File: config.mk
export PLATFORM = sky130hd
export DESIGN_NAME = sw_disp_bridge
export DESIGN_NICKNAME = d
export VERILOG_FILES = /design/src/rtl/swd_pkg.sv /design/src/rtl/swd_addr_decode.sv /design/src/rtl/swd_read_mux.sv /design/src/rtl/swd_disp_reg.sv /design/src/rtl/sw_disp_bridge.sv
export SDC_FILE = /design/constraint.sdc
export NUM_CORES = 1
export LEC_CHECK = 0
export BUFFER_PORTS_ARGS = -buffer_cell sky130_fd_sc_hd__buf_2
export CAP_MARGIN = 0
export CORE_ASPECT_RATIO = 1.1
export CORE_MARGIN = 4
export CORE_UTILIZATION = 29
export DETAILED_ROUTE_END_ITERATION = 6
export PLACE_DENSITY = 0.86
export SLEW_MARGIN = 0
export SYNTH_ARGS = -nofsm -noshare
export SYNTH_HDL_FRONTEND = slang
export SYNTH_SLANG_ARGS = --single-unit
File: constraint.sdc
create_clock -name clk -period 1.3 [get_ports clk]
set_input_delay 0 -clock clk [delete_from_list [all_inputs] [get_ports clk]]
set_output_delay 0 -clock clk [all_outputs]
set_load 0.01 [all_outputs]
File: src/rtl/swd_pkg.sv
package swd_pkg;
  // Source chosen for the processor read path
  typedef enum logic [1:0] {
    SRC_NONE = 2'd0,
    SRC_MEM  = 2'd1,
    SRC_SW   = 2'd2
  } rd_src_e;
endpackage

File: src/rtl/swd_addr_decode.sv
module swd_addr_decode
  import swd_pkg::*;
#(
  parameter int                  ADDR_W  = 20,
  parameter int                  DEC_W   = 16,
  parameter logic [ADDR_W-1:0]   IO_ADDR = 20'h0FFFF
) (
  input  logic [ADDR_W-1:0] addr,
  input  logic              ce_n,
  input  logic              oe_n,
  input  logic              we_n,
  output rd_src_e           rd_src,
  output logic              wr_io
);
  localparam logic [ADDR_W-1:0] DEC_MASK = {{(ADDR_W-DEC_W){1'b0}}, {DEC_W{1'b1}}};
  localparam logic [ADDR_W-1:0] IO_KEY   = IO_ADDR & DEC_MASK;

  logic io_hit;
  logic rd_act;
  logic wr_act;

  assign io_hit = ((addr & DEC_MASK) == IO_KEY);
  assign rd_act = !ce_n && !oe_n && we_n;
  assign wr_act = !ce_n && !we_n;

  always_comb begin
    if (!rd_act)     rd_src = SRC_NONE;
    else if (io_hit) rd_src = SRC_SW;
    else             rd_src = SRC_MEM;
  end

  assign wr_io = wr_act && io_hit;
endmodule

File: src/rtl/swd_read_mux.sv
module swd_read_mux
  import swd_pkg::*;
#(
  parameter int DATA_W = 16
) (
  input  rd_src_e           rd_src,
  input  logic [DATA_W-1:0] switch_word,
  input  logic [DATA_W-1:0] sram_rdata,
  output logic [DATA_W-1:0] cpu_rdata
);
  always_comb begin
    unique case (rd_src)
      SRC_SW:  cpu_rdata = switch_word;
      SRC_MEM: cpu_rdata = sram_rdata;
      default: cpu_rdata = '0;
    endcase
  end
endmodule

File: src/rtl/swd_disp_reg.sv
module swd_disp_reg #(
  parameter int DATA_W = 16,
  parameter int LANE_W = 8,
  localparam int NLANE = DATA_W / LANE_W
) (
  input  logic              clk,
  input  logic              rst,
  input  logic              wr_io,
  input  logic [NLANE-1:0]  lane_en_n,
  input  logic [DATA_W-1:0] wdata,
  output logic [DATA_W-1:0] disp
);
  for (genvar g = 0; g < NLANE; g++) begin : g_lane
    always_ff @(posedge clk) begin
      if (rst)
        disp[g*LANE_W +: LANE_W] <= '0;
      else if (wr_io && !lane_en_n[g])
        disp[g*LANE_W +: LANE_W] <= wdata[g*LANE_W +: LANE_W];
    end
  end
endmodule

File: src/rtl/sw_disp_bridge.sv
module sw_disp_bridge
  import swd_pkg::*;
#(
  parameter int                ADDR_W  = 20,
  parameter int                DEC_W   = 16,
  parameter int                DIG_W   = 4,
  parameter int                NDIG    = 4,
  parameter logic [ADDR_W-1:0] IO_ADDR = 20'h0FFFF,
  localparam int               DATA_W  = DIG_W * NDIG
) (
  input  logic              clk,
  input  logic              rst,
  input  logic [ADDR_W-1:0] addr,
  input  logic              ce_n,
  input  logic              ub_n,
  input  logic              lb_n,
  input  logic              oe_n,
  input  logic              we_n,
  input  logic [DATA_W-1:0] switch_word,
  input  logic [DATA_W-1:0] cpu_wdata,
  input  logic [DATA_W-1:0] sram_rdata,
  output logic [DATA_W-1:0] cpu_rdata,
  output logic [DATA_W-1:0] sram_wdata,
  output logic [DIG_W-1:0]  hex0,
  output logic [DIG_W-1:0]  hex1,
  output logic [DIG_W-1:0]  hex2,
  output logic [DIG_W-1:0]  hex3
);
  rd_src_e             rd_src;
  logic                wr_io;
  logic [DATA_W-1:0]   disp;
  logic [DIG_W-1:0]    digit [NDIG];

  swd_addr_decode #(
    .ADDR_W (ADDR_W),
    .DEC_W  (DEC_W),
    .IO_ADDR(IO_ADDR)
  ) i_dec (
    .addr  (addr),
    .ce_n  (ce_n),
    .oe_n  (oe_n),
    .we_n  (we_n),
    .rd_src(rd_src),
    .wr_io (wr_io)
  );

  swd_read_mux #(.DATA_W(DATA_W)) i_rmux (
    .rd_src     (rd_src),
    .switch_word(switch_word),
    .sram_rdata (sram_rdata),
    .cpu_rdata  (cpu_rdata)
  );

  swd_disp_reg #(.DATA_W(DATA_W), .LANE_W(8)) i_disp (
    .clk      (clk),
    .rst      (rst),
    .wr_io    (wr_io),
    .lane_en_n({ub_n, lb_n}),
    .wdata    (cpu_wdata),
    .disp     (disp)
  );

  // Write data goes to memory untouched
  assign sram_wdata = cpu_wdata;

  for (genvar d = 0; d < NDIG; d++) begin : g_dig
    assign digit[d] = disp[d*DIG_W +: DIG_W];
  end

  assign hex0 = digit[0];
  assign hex1 = digit[1];
  assign hex2 = digit[2];
  assign hex3 = digit[3];
endmodule

# Word level (Yosys, flattened, before mapping)
# Cells that the tools add are included.
word_totals:
  elab_cells: 19
  inputBits: 75
  reg_bits: 16
  out_inout_bits: 48
op_classes:
  n_reduce_logical: 11
  n_mux: 3
  eq_ne: 3
op_table:
  columns: ["cell", "n"]
  rows:
  - ["$pmux 16 s2", 1]
  - ["$eq 16x16->1 const B", 1]
  - ["$logic_and 1x1->1", 6]
  - ["$logic_not 1->1", 5]
  - ["$mux 2", 2]
  - ["$eq 2x1->1 const B", 1]
  - ["$eq 2x2->1 const B", 1]

# Longest topological paths before layout
# Gate-level depths: netlist of the first run.
depth:
  ltp_word: 6
  ltp_mapped: 6
  mapped_depth_nobuf: 4

# Modules after synthesis
# Synthesis of the first run repeated with hierarchy kept, for this count alone.
hier_totals:
  hier_cells: 138
  area_unflattened_um2: 1268.7
modules_own_cells:
  columns: ["module", "area_each_um2", "n_inst", "seq_area_each_um2", "cells_per_inst"]
  rows:
  - ["swd_disp_reg", 753.2, 1, 320.3, 70]
  - ["swd_read_mux", 326.6, 1, 0.0, 42]
  - ["sw_disp_bridge", 120.1, 1, 0.0, 16]
  - ["swd_addr_decode", 68.8, 1, 0.0, 10]

# Worst setup path before layout of the first run
# OpenSTA, ideal clock, no wires.
synth_path:
  path_kind: "input to register"
  start: "input addr[12]"
  end: "register i_disp.disp[11]"
  n_path_buf: 2
  arrival_ns: 1.168
  stages: 6
  path_slack_ns: -0.001
  path_cell_list: "nand4_1 or4_1 buf_6 buf_6 o21ai_0 a21oi_1"
synth_via:
  elab_chain_cells: 3
synth_lines:
  columns: ["element", "line_no", "rtl"]
  rows:
  - ["start, declared", "sw_disp_bridge.sv:13", "input logic [ADDR_W-1:0] addr,"]
  - ["$eq 16x16->1", "swd_addr_decode.sv:22", "assign io_hit = ((addr & DEC_MASK) == IO_KEY);"]
  - ["$logic_and 1x1->1", "swd_addr_decode.sv:32", "assign wr_io = wr_act && io_hit;"]
  - ["$logic_and 1x1->1", "swd_disp_reg.sv:17", "else if (wr_io && !lane_en_n[g])"]
  - ["end signal, assigned by index", "swd_disp_reg.sv:18", "disp[g*LANE_W +: LANE_W] <= wdata[g*LANE_W +: LANE_W];"]
  - ["end, declared", "swd_disp_reg.sv:11", "output logic [DATA_W-1:0] disp"]
# No other way between the ends.
# A chain may end at the register's enable or synchronous reset.

# Final worst setup path of the first run
layout_path:
  start: "input addr[2]"
  end: "output cpu_rdata[4]"
layout_via:
  elab_chain_cells: 5
  elab_cells_between_ends: 6
  classes_between: "eq/ne (3); mux (3)"
layout_lines:
  columns: ["element", "line_no", "rtl"]
  rows:
  - ["$eq 16x16->1 *", "swd_addr_decode.sv:22", null]
  - ["$mux 2 *", "swd_addr_decode.sv:28", "else if (io_hit) rd_src = SRC_SW;"]
  - ["$mux 2 *", "swd_addr_decode.sv:27", "if (!rd_act) rd_src = SRC_NONE;"]
  - ["$eq 2x1->1 or $eq 2x2->1 (tied branches)", "swd_read_mux.sv:12", "unique case (rd_src)"]
  - ["$pmux 16 s2 *", "swd_read_mux.sv:12", null]
  - ["end, declared", "sw_disp_bridge.sv:22", "output logic [DATA_W-1:0] cpu_rdata,"]
# Mark *: on every way between the ends. The rest lies on a longest branch, timed or not.

==> results_dict.tcl, run 1 <==
set metrics [dict create \
    status "finished with violations" \
    violations "setup timing" \
    route.detailed.drc 0 \
    grt.overflow.total 0 \
    drive_gt1_share_pct 59.7 \
    synth.distinct_cells 23 \
    leakagePower_nw 0.967 \
    row_count 22 \
    required_ns 1.30 \
    timing.rr.end "i_disp.disp[8]$_SDFFE_PP0P_" \
    dpl_cell_area_sq_um 1570 \
    cap_violations 0 \
    hp-class "input port to flip-flop" \
    ys_seq_area_share_pct 31.4 \
    gp_congestion 0.791 \
    ys_async_sr_fraction_pct 0 \
    wl_per_cell_um 14.3 \
    vias 1352 \
    cp-end-kind "output port" \
    grt_pass1_vias 1378 \
    worst_pin_slew_ns 0.384 \
    crit_arrival_ns 1.33 \
    grt_use_met3_pct 3.05 \
    grt_antenna_before_repair 0 \
    largest_registers "i_disp.disp x16" \
    ir_worst_vdd_mv 0.335 \
    post-dp-hpwl_mm 3.09 \
    die_w_um 64.5 \
    min_period_over_period_pct 102 \
    netlist_top_cells_count "16 x a21oi_1, 16 x buf_4, 16 x dfxtp_1, 16 x nand3_1" \
    portBuffers 118 \
    setup_slack_ns -0.0302 \
    nNetsFinal 319 \
    r2r_slack_ns 0.65 \
    largest_reg_flops 16 \
    grt_pass1_wl_mm 6.40 \
    fin_crit_ns 1.33 \
    r2r_cells 2 \
    worstHoldStart "cpu_wdata[8]" \
    reg2reg_from "i_disp.disp[8]$_SDFFE_PP0P_" \
    synth_top_cells_by_area "dfxtp_1 31%, buf_4 12%, a22o_1 8.6%" \
    power.density_nw_per_um2 592 \
    max_freq_mhz 752 \
    grt_setup_unrepaired "true" \
    die_area_sq_um 4530 \
    num_antenna_cells 0 \
    synth_edf_count 0 \
    start_kind "input port" \
    hold_viol 0 \
    drt_iter0_markers 36 \
    drt_pass1_iterations 4 \
    syn_nets 194 \
    place_ws_ns -0.0978 \
    p_sw_mw 0.279 \
    critPathMaxFanout 8 \
    drv_slew 0 \
    coreArea_sq_um 3360 \
    dominantRegCellSynth "dfxtp_1" \
    max_slew_margin_pct 74.3 \
    start_util_pct 30.3 \
    swShare_pct 25.0 \
    p_seq_share_pct 44.0 \
    cts_buffer_depth 2 \
    yosysTopAreaCell "dfxtp_1" \
    syn_avg_cell_area_sq_um 8.56 \
    synthCells 119 \
    cts-htree-levels 1 \
    holdPathEnd "i_disp.disp[8]$_SDFFE_PP0P_" \
    area_delta_synth_final_pct 84.6 \
    hold_depth 3 \
    path_class "input port to output port" \
    antenna_left 0 \
    path_clk_slew_ns 0.09 \
    internal_power_mw 0.834 \
    busiest_layer "met2" \
    power_frac_clock_pct 29.3 \
    syn-cell-area_sq_um 1020 \
    grt_max_degree 17 \
    gr-usage-met1_pct 17.7 \
    vias_per_cell 4.65 \
    cts.sinks 16 \
    num_io_pins 123 \
    grt.total_usage_pct 17.5 \
    fin_tns_setup_ns -0.201 \
    setup_viol 8 \
    cts_buffers 3 \
    ys_warn_count 0 \
    regMostFlops "i_disp.disp" \
    clockRootBuffer "clkbuf_4" \
    fin_skew_ns 0 \
    netlist.area_leader.share_pct 31.4 \
    drt-total-wl_mm 4.17 \
    fin_area_sq_um 1880 \
    combPwrFrac_pct 26.7 \
    clkLatencyLatePin_ns 0.28 \
    synth-seq-cells 16 \
    tritoncts "done" \
    gr-usage-met2_pct 35.6 \
    die_h_um 70.2 \
]
[logic make-up (layout without fill, tap and decap cells)]
logic type,count (synthesis),in the layout,share of synthesized area (%)
AO/OA/AOI/OAI,48,48,30.2
AND/OR/NAND/NOR,30,31,19.8
buffers and inverters,25,148,18.5
flip-flops,16,16,31.4
[metal layers]
layer	up-vias	share of wire (%)
li1	682	-
met4	0	1.2
met3	4	7.6
met5	-	0
met2	60	57
met1	606	35
[layout make-up]
class	instances	area, sq um
clock buffer	4	36.3
tap	48	60.1
timing repair buffer	144	917
fill	320	1480
sequential	16	320
multi-input combinational	79	547
[cell usage in the layout, fill, tap and decap left out]
| master | n |
|---|---|
| dlygate4sd3_1 | 15 |
| a22o_1 | 10 |
| or4_4 | 1 |
| a22o_4 | 3 |
| nor2_1 | 1 |
| dfxtp_1 | 16 |
| buf_12 | 1 |
| nand2_1 | 1 |
| o21ai_1 | 6 |
| nand3_1 | 16 |
| clkbuf_8 | 1 |
| buf_6 | 13 |
| o21ai_0 | 10 |
| nand4_2 | 1 |
| buf_2 | 105 |
| nor4_4 | 1 |
| nand4_1 | 3 |
| a22o_2 | 3 |
| or3_1 | 2 |
| nor3_1 | 2 |
| a21oi_1 | 16 |
| nor2_8 | 1 |
| buf_4 | 10 |
| clkbuf_4 | 3 |
| nor2_4 | 2 |
[stage by stage]
step / hold slack, ns / utilization (%) / power (mW) / instances
2_1_floorplan: 0.0918 / - / 0.607 / 119
3_3_place_gp: 0.202 / 46.7 / 0.730 / 270
3_5_place_dp: 0.202 / 46.7 / 0.735 / 270
4_1_cts: 0.0147 / 55.1 / 1.10 / 291
5_1_grt: 0.0181 / 56.0 / 1.17 / 291
6_report: 0.0108 / 56.0 / 1.11 / 291
[power groups by stage]
stage               sequential, mW  combinational (mW)  clock, mW
finish                       0.490               0.298      0.326
global route                 0.490               0.323      0.355
CTS                          0.490               0.287      0.327
detailed placement           0.501               0.234          0
global placement             0.501               0.229          0
floorplan                    0.501               0.106          0
[worst max-delay path by stage]
stage / startpoint / endpoint / slack (ns) / cells after the start
2_1_floorplan: addr[12] / i_disp.disp[11]$_SDFFE_PP0P_ / -0.0006 / 6
3_3_place_gp: addr[5] / cpu_rdata[13] / -0.09 / 7
3_5_place_dp: addr[5] / i_disp.disp[6]$_SDFFE_PP0P_ / -0.1 / 7
4_1_cts: addr[6] / cpu_rdata[9] / -0.05 / 7
5_1_grt: addr[12] / cpu_rdata[6] / -0.08 / 6
6_report: addr[2] / cpu_rdata[4] / -0.03 / 6
[worst max-delay path: stages]
cell,delay (ns)
buf_2,0.09
nand4_2,0.10
or4_4,0.62
nor2_4,0.24
a22o_1,0.16
buf_2,0.12
[what timing repair did]
item	4_1_cts	5_1_grt
pin swaps	16	13
gates resized for setup	12	6
cloned	1	0
setup buffers	1	1
endpoints found under the setup margin	16	19
hold endpoints to repair	15	0
hold buffers	15	0
No activity file was read; power rests on OpenSTA's default activity.
==> inputs of run 2 (changes only) <==
==> constraint.sdc (replaced) <==
create_clock -name clk -period 1.3 [get_ports clk]
set_input_delay 0.26 -clock clk [delete_from_list [all_inputs] [get_ports clk]]
set_output_delay 0.26 -clock clk [all_outputs]
set_load 0.01 [all_outputs]
==> results_dict.tcl, run 2 (synthesis results as in run 1) <==
set metrics [dict create \
    violations "setup timing" \
    power.density_nw_per_um2 581 \
    reg2reg_from "i_disp.disp[9]$_SDFFE_PP0P_" \
    cts_buffer_depth 2 \
    fin_area_sq_um 1740 \
    largest_reg_flops 16 \
    drt_pass1_iterations 4 \
    r2r_slack_ns 0.70 \
    cts-htree-levels 1 \
    worstHoldStart "cpu_wdata[8]" \
    route.detailed.drc 0 \
    multi_input_area_sq_um 561 \
    r2r_cells 2 \
    area_delta_synth_final_pct 70.6 \
    final_cell_mix "103 x buf_2, 16 x nand3_1, 16 x a21oi_1, 16 x dfxtp_1, 15 x buf_6" \
    busiest_layer "met2" \
    max_slew_margin_pct 79.4 \
    drt-total-wl_mm 3.94 \
    hold_viol 0 \
    place_inst 271 \
    grt.overflow.total 0 \
    gr-usage-met2_pct 31.5 \
    gp_congestion 0.704 \
    num_antenna_cells 0 \
    regMostFlops "i_disp.disp" \
    final-seq-area_sq_um 320 \
    leakagePower_nw 0.909 \
    largest_registers "i_disp.disp x16" \
    grt_pass1_vias 1315 \
    setup_slack_ns -0.524 \
    max_freq_mhz 548 \
    timing.rr.end "i_disp.disp[9]$_SDFFE_PP0P_" \
    num_io_pins 123 \
    path_class "input port to output port" \
    grt_pass1_wl_mm 5.98 \
    stdcell_count 277 \
    vias_per_cell 4.87 \
    wl_per_cell_um 14.2 \
    path_clk_slew_ns 0.09 \
    fin_crit_ns 1.82 \
    ir_worst_vdd_mv 0.529 \
    hold_depth 3 \
    coreArea_sq_um 3360 \
    clkLatencyLatePin_ns 0.27 \
    antenna_left 0 \
    fin_skew_ns 0 \
    final_common_cell "buf_2" \
    holdPathEnd "i_disp.disp[8]$_SDFFE_PP0P_" \
    grt_antenna_before_repair 0 \
    grt_use_met3_pct 4.82 \
    start_kind "input port" \
    nNetsFinal 306 \
    die_w_um 64.5 \
    cp-end-kind "output port" \
    hp-class "input port to flip-flop" \
    grt_max_degree 17 \
    cts_buffers 3 \
    total_power_mw 1.01 \
    critPathMaxFanout 8 \
    tritoncts "done" \
    start_util_pct 30.3 \
    portBuffers 118 \
    row_count 22 \
    status "finished with violations" \
    required_ns 1.04 \
    cap_violations 0 \
    drt_iter0_markers 53 \
    drive_gt1_share_pct 63.8 \
    fillerInstances 363 \
    die_area_sq_um 4530 \
    grt.total_usage_pct 16.2 \
    drv_slew 0 \
    min_period_over_period_pct 140 \
    worst_pin_slew_ns 0.309 \
    dpl_cell_area_sq_um 1560 \
    clockRootBuffer "clkbuf_4" \
    post-dp-hpwl_mm 3.01 \
    vias 1349 \
    setup_viol 32 \
    crit_arrival_ns 1.56 \
    gr-usage-met1_pct 17.4 \
    die_h_um 70.2 \
    grt_setup_unrepaired "true" \
    cts.sinks 16 \
]
-- run 2: cell count changes in the layout (fill, tap and decap cells not counted), sizes merged --
cell	delta
clkbuf	-1
buf	+1
dlygate4sd3	-15
nor2	+1
-- run 2: critical path, cell delays in order --
cell     delay, ns
buf_6         0.07
nand4_2       0.10
or4_4         0.62
nor2_4        0.22
a22o_2        0.19
buf_6         0.10
-- run 2: final cells by class --
type                            instances  share of cell area (%)
Timing Repair Buffer                  130                    44.6
Multi-Input combinational cell         80                    32.3
Sequential cell                        16                    18.4
Tap cell                               48                    3.46
Clock buffer                            3                    1.30
-- run 2: what timing repair did --
action | 4_1_cts | 5_1_grt
hold buffers | 0 | 0
pin swaps | 13 | 8
resized for setup | 14 | 6
buffers inserted | 0 | 1
setup endpoints to repair | 32 | 32
cloned | 1 | 1
-- run 2: where the power goes --
group | internal, mW | switching [mW]
combinational | 0.154 | 0.119
clock | 0.107 | 0.141
sequential | 0.490 | 0.000000455
total | 0.750 | 0.260
-- run 2: metrics by stage --
step	setup WS (ns)	hold WS, ns	util, %	TNS, ns
after global routing	-0.591	0.226	51.8	-10.41
after global placement	-0.606	0.455	46.5	-15.59
final	-0.524	0.240	51.8	-8.49
after detailed placement	-0.647	0.468	46.5	-17.00
after CTS	-0.509	0.224	50.1	-8.54
after floorplan	-0.458	0.412	-	-9.56
-- run 2: how the worst max path moves through the flow --
stage                     startpoint             to  slack (ns)  cells past startpoint
after detailed placement    addr[12]   cpu_rdata[9]       -0.65                      6
final                       addr[15]  cpu_rdata[13]       -0.52                      6
after floorplan             addr[12]  cpu_rdata[10]       -0.46                      6
after global routing        addr[12]   cpu_rdata[3]       -0.59                      6
after CTS                   addr[12]   cpu_rdata[7]       -0.51                      6
after global placement       addr[5]   cpu_rdata[2]       -0.61                      6
-- run 2: per-layer routing --
layer / vias to the layer above / wire length (um) / part of all wire [%]
met5: - / 0 / 0
met4: 0 / 0 / 0
met3: 0 / 360 / 9.1
li1: 657 / - / -
met2: 66 / 2060 / 52
met1: 626 / 1520 / 39
